--- src/rtl/rxq_pkg.sv ---
package rxq_pkg;

    localparam int DATA_W = 8;

    typedef enum logic [1:0] {
        CMD_NOP     = 2'd0,
        CMD_ENABLE  = 2'd1,
        CMD_DISABLE = 2'd2,
        CMD_RESET   = 2'd3
    } rx_cmd_e;

    typedef struct packed {
        logic brk;
        logic frm;
        logic par;
        logic ovr;
    } rx_flags_t;

    typedef struct packed {
        rx_flags_t         flg;
        logic [DATA_W-1:0] data;
    } rx_entry_t;

    typedef struct packed {
        rx_flags_t flg;
        logic      spare;
        logic      enabled;
        logic      full;
        logic      ready;
    } rx_status_t;

    function automatic rx_flags_t flags_from_err(input logic [2:0] err);
        rx_flags_t f;
        f.brk = err[2];
        f.frm = err[1];
        f.par = err[0];
        f.ovr = 1'b0;
        return f;
    endfunction

    function automatic logic cmd_stops(input rx_cmd_e c);
        return (c == CMD_DISABLE) || (c == CMD_RESET);
    endfunction

endpackage

--- src/rtl/rxq_ctrl.sv ---
module rxq_ctrl
    import rxq_pkg::*;
(
    input  logic    clk,
    input  logic    rst,
    input  rx_cmd_e cmd,
    input  logic    rx_start,
    input  logic    rx_valid,
    output logic    rx_on,
    output logic    flush,
    output logic    start_ok,
    output logic    push
);
    logic busy;
    logic stop;

    always_comb begin
        stop     = cmd_stops(cmd);
        flush    = (cmd == CMD_RESET);
        start_ok = rx_on && rx_start && !stop;
        push     = rx_on && busy && rx_valid && !stop;
    end

    always_ff @(posedge clk) begin
        if (rst) begin
            rx_on <= 1'b0;
            busy  <= 1'b0;
        end else begin
            if (cmd == CMD_ENABLE)
                rx_on <= 1'b1;
            else if (stop)
                rx_on <= 1'b0;

            if (stop)
                busy <= 1'b0;
            else if (start_ok)
                busy <= 1'b1;
            else if (rx_valid)
                busy <= 1'b0;
        end
    end
endmodule

--- src/rtl/rxq_store.sv ---
module rxq_store
    import rxq_pkg::*;
#(
    parameter int DEPTH = 4,
    localparam int PTR_W = (DEPTH > 1) ? $clog2(DEPTH) : 1,
    localparam int CNT_W = $clog2(DEPTH + 1)
) (
    input  logic             clk,
    input  logic             rst,
    input  logic             flush,
    input  logic             push,
    input  logic             pop_req,
    input  rx_entry_t        wr_entry,
    output rx_entry_t        head,
    output logic [CNT_W-1:0] fill,
    output logic [CNT_W-1:0] fill_nxt
);
    rx_entry_t        mem [DEPTH];
    logic [PTR_W-1:0] wp, rp, last_ptr;
    logic             pop, room, push_ok, drop;

    function automatic logic [PTR_W-1:0] ptr_inc(input logic [PTR_W-1:0] p);
        return (p == PTR_W'(DEPTH - 1)) ? '0 : p + PTR_W'(1);
    endfunction

    always_comb begin
        pop      = pop_req && (fill != '0) && !flush;
        room     = (fill < CNT_W'(DEPTH)) || pop;
        push_ok  = push && !flush && room;
        drop     = push && !flush && !room;
        last_ptr = (wp == '0) ? PTR_W'(DEPTH - 1) : wp - PTR_W'(1);
        fill_nxt = flush ? '0 : fill + CNT_W'(push_ok) - CNT_W'(pop);
        head     = mem[rp];
    end

    always_ff @(posedge clk) begin
        if (rst || flush) begin
            wp   <= '0;
            rp   <= '0;
            fill <= '0;
        end else begin
            if (push_ok) wp <= ptr_inc(wp);
            if (pop)     rp <= ptr_inc(rp);
            fill <= fill_nxt;
        end
    end

    always_ff @(posedge clk) begin
        if (!rst) begin
            if (push_ok)
                mem[wp] <= wr_entry;
            else if (drop)
                mem[last_ptr].flg.ovr <= 1'b1;
        end
    end
endmodule

--- src/rtl/rxq_warn.sv ---
module rxq_warn #(
    parameter int DEPTH = 4,
    localparam int CNT_W = $clog2(DEPTH + 1)
) (
    input  logic             clk,
    input  logic             rst,
    input  logic             start_ok,
    input  logic [CNT_W-1:0] fill_nxt,
    output logic             full_warn
);
    localparam logic [CNT_W-1:0] THRESH = CNT_W'(DEPTH - 1);

    always_ff @(posedge clk) begin
        if (rst)
            full_warn <= 1'b0;
        else if (fill_nxt < THRESH)
            full_warn <= 1'b0;
        else if (start_ok)
            full_warn <= 1'b1;
    end
endmodule

--- src/rtl/rxq_top.sv ---
module rxq_top
    import rxq_pkg::*;
#(
    parameter int DEPTH = 4,
    localparam int CNT_W = $clog2(DEPTH + 1)
) (
    input  logic        clk,
    input  logic        rst,
    input  logic        rx_start,
    input  logic        rx_valid,
    input  logic [7:0]  rx_data,
    input  logic [2:0]  rx_err,
    input  logic [1:0]  cmd,
    input  logic        hold_rd,
    output logic [7:0]  status,
    output logic [7:0]  hold_data,
    output logic        full_warn
);
    rx_cmd_e          cmd_e;
    logic             rx_on, flush, start_ok, push;
    rx_entry_t        wr_entry, head;
    logic [CNT_W-1:0] fill, fill_nxt;
    rx_status_t       st;

    assign cmd_e = rx_cmd_e'(cmd);

    always_comb begin
        wr_entry.flg  = flags_from_err(rx_err);
        wr_entry.data = rx_data;
    end

    rxq_ctrl u_ctrl (
        .clk      (clk),
        .rst      (rst),
        .cmd      (cmd_e),
        .rx_start (rx_start),
        .rx_valid (rx_valid),
        .rx_on    (rx_on),
        .flush    (flush),
        .start_ok (start_ok),
        .push     (push)
    );

    rxq_store #(.DEPTH(DEPTH)) u_store (
        .clk      (clk),
        .rst      (rst),
        .flush    (flush),
        .push     (push),
        .pop_req  (hold_rd),
        .wr_entry (wr_entry),
        .head     (head),
        .fill     (fill),
        .fill_nxt (fill_nxt)
    );

    rxq_warn #(.DEPTH(DEPTH)) u_warn (
        .clk       (clk),
        .rst       (rst),
        .start_ok  (start_ok),
        .fill_nxt  (fill_nxt),
        .full_warn (full_warn)
    );

    always_comb begin
        st.ready   = (fill != '0);
        st.full    = (fill == CNT_W'(DEPTH));
        st.enabled = rx_on;
        st.spare   = 1'b0;
        st.flg     = st.ready ? head.flg : '0;
        status     = st;
        hold_data  = st.ready ? head.data : '0;
    end
endmodule

--- config.mk ---
export PLATFORM = sky130hd
export DESIGN_NAME = rxq_top
export DESIGN_NICKNAME = d
export VERILOG_FILES = /design/src/rtl/rxq_pkg.sv /design/src/rtl/rxq_ctrl.sv /design/src/rtl/rxq_store.sv /design/src/rtl/rxq_warn.sv /design/src/rtl/rxq_top.sv
export SDC_FILE = /design/constraint.sdc
export NUM_CORES = 1
export LEC_CHECK = 0
export BUFFER_PORTS_ARGS = -buffer_cell sky130_fd_sc_hd__buf_4
export CAP_MARGIN = 20
export CORE_MARGIN = 5
export CORE_UTILIZATION = 51
export DETAILED_ROUTE_END_ITERATION = 8
export GPL_ROUTABILITY_DRIVEN = 0
export PLACE_DENSITY = 0.75
export SLEW_MARGIN = 15
export SYNTH_ARGS = -nofsm -noshare
export SYNTH_HDL_FRONTEND = slang
export SYNTH_SLANG_ARGS = --single-unit
--- constraint.sdc ---
create_clock -name clk -period 2.41 [get_ports clk]
set_clock_uncertainty 0.15 [all_clocks]
set_input_delay 0.482 -clock clk [delete_from_list [all_inputs] [get_ports clk]]
set_output_delay 0.482 -clock clk [all_outputs]
set_load 0.01 [all_outputs]
==> flow_summary.ini <==
[global_route]
grt_pass1_vias = 1623
grt_max_degree = 15
grt_first_pass_wirelength_mm = 8.02
track_usage_pct = 17.0
antenna_found_initial = 0
gr-total-overflow = 0

[floorplan]
rows = 26
start_util_pct = 51.7
io_pins = 35
die_w_um = 81.5
dieArea_um2 = 6640
die_y_um = 81.5
fp.coreArea_um2 = 5040

[timing]
slew_viol_final = 0
min_period_over_period_pct = 95.6
fmax_ghz = 0.434
rsz0062_at_grt = false
hold_viol_final = 0
setup_violations = 0
min_period_ns = 2.30
maxSlewHeadroom_pct = 66.5
tightest_slew_ns = 0.498

[power]
p_per_area_nw_per_um2 = 715
p_leak_nw = 1.23
ir_drop_uv = 433

[drt]
wl_per_cell_um = 15.8
ant_nets = 0
first_pass_iters = 4
totalWireLength_mm = 4.82
first_iter_violations = 67
vias_per_cell = 5.12
drc = 0
vias = 1557

[worst_setup_path]
required_ns = 1.78
r2r_cells = 10
path_class = flip-flop to output port
path_max_fanout = 10
worstPathArrival_ns = 1.67
r2r-end = u_warn.full_warn
r2r_start = u_store.fill[2]
crit_end = hold_data[0]
rrSetupSlack_ns = 0.17
worst_setup_path_start_kind = flip-flop
end_kind = output port

[final_layout]
drive_above_1_share_pct = 35.5
final_cell_mix = 50 x buf_4, 48 x edfxtp_1, 24 x and2_1
layout_commonest_cell = buf_4
final_nets = 253
fillers = 368
fin_cells = 304
area_delta_synth_final_pct = 25.0
final_area_um2 = 3260
antennaDiodeCount = 0

[status]
status = finished, final reports clean

[synth]
async_flop_share_pct = 0
synthCells = 174
ys_seq_area_share_pct = 64.5
synth_area_um2 = 2610
synth_top_flop_cell = edfxtp_1
ys_warn_count = 0
syn-num-nets = 198
avgSynthCellArea_um2 = 15.0
synth-edff-count = 48
ys_ff_latch = 60
ys_types = 38

[cts]
cts_setup_buffers = 0
hold_buffers = 0
cts_buffers = 9
clk_pin_slew_ns = 0.06
cts_tree = done
h-tree-depth = 3
cts_sinks = 60
clock_latency_ns = 0.32
cts.path.max_buffers = 2
root_buffer = clkbuf_8

[min_path]
hp-start = rst
hold_path_class = input port to flip-flop

[place]
dpl-instance-area_um2 = 3040
numPortBuffers = 33
placedCellCount = 288
hpwl_mm = 3.45

[job]
maxCapViolCount = 0
-- worst max-delay path, stage by stage, from the launching register on --
cell	delay, ns
dfxtp_4	0.38
buf_12	0.15
mux4_2	0.51
and2_1	0.18
buf_4	0.14
-- report_power, final --
group	total, mW	switching [mW]	internal, mW	leakage (nW)
Sequential	1.13	0.0107	1.12	0.540
Combinational	0.264	0.126	0.138	0.578
Clock	0.930	0.356	0.573	0.107
Total	2.33	0.493	1.84	1.23
-- routing by layer --
layer	GRT usage (%)	up-vias	part of all wire, %
met4	5.57	0	0.52
met1	19.3	749	41
met5	0	-	0
met3	6.14	4	5.5
met2	29.6	40	53
li1	-	764	-
-- final cells by class --
cell class	instances	area [µm²]	area share, %
timing repair buffer	51	395	12.1
clock inverter	6	78.8	2.42
sequential	60	1690	51.7
tap	70	87.6	2.69
inverter	10	37.5	1.15
multi-input combinational	97	847	26.0
clock buffer	10	128	3.92
-- per-stage QoR --
step	hold WS [ns]	total power, mW	util (%)	TNS (ns)	setup WS (ns)
finish	0.210	2.33	64.6	0	0.107
global route	0.188	2.44	64.6	0	0.00233
CTS	0.186	2.36	64.5	0	0.0558
detailed placement	0.351	1.42	60.3	-0.0537	-0.0537
global placement	0.341	1.42	60.3	0	0.00703
floorplan	0.318	1.30	-	0	0.0413
-- worst min-delay path by stage --
stage / endpoint / slack, ns / cells past startpoint
finish: u_ctrl.busy / 0.21 / 2
floorplan: flip-flop / 0.32 / 2
detailed placement: flip-flop / 0.35 / 2
CTS: u_ctrl.busy / 0.19 / 2
global route: u_ctrl.busy / 0.19 / 2
global placement: u_store.rp[1] / 0.34 / 2
-- cells in the mapped netlist, types with 3 or more instances --
cell type	number	area [µm²]
dfxtp_1	12	240
mux4_2	12	270
edfxtp_1	48	1440
inv_1	9	33.8
nand2_1	7	26.3
ha_1	5	62.6
a21oi_1	5	25.0
and2_1	24	150
nor3_1	3	15.0
nor2_1	7	26.3
-- state kept, by name, indices dropped and copies added (netlist names), named ones only --
| register | count |
|---|---|
| u_store.wp | 2 |
| u_store.fill | 3 |
| u_store.mem | 48 |
| u_warn.full_warn | 1 |
| u_ctrl.rx_on | 1 |
| u_ctrl.busy | 1 |
| u_store.rp | 2 |
-- kinds of logic (layout without fill, tap and decap cells) --
logic type	Yosys count	after routing	synth area share (%)
AOI/OAI and AO/OA	20	20	5.23
xor gates and xnor gates	2	2	0.672
adders and majority gates	6	6	3.17
buffers and inverters	17	77	3.36
DFF	60	60	64.5
muxes	14	14	11.1
other	1	1	0.144
and+or+nand+nor	54	54	11.8
-- repair_timing --
item | 4_1_cts | 5_1_grt
endpoints found under the hold margin | 0 | 0
gates resized for setup | 1 | 2
setup endpoints to repair | 6 | 5
cloned | 0 | 0
(Power assumes the default switching activity.)
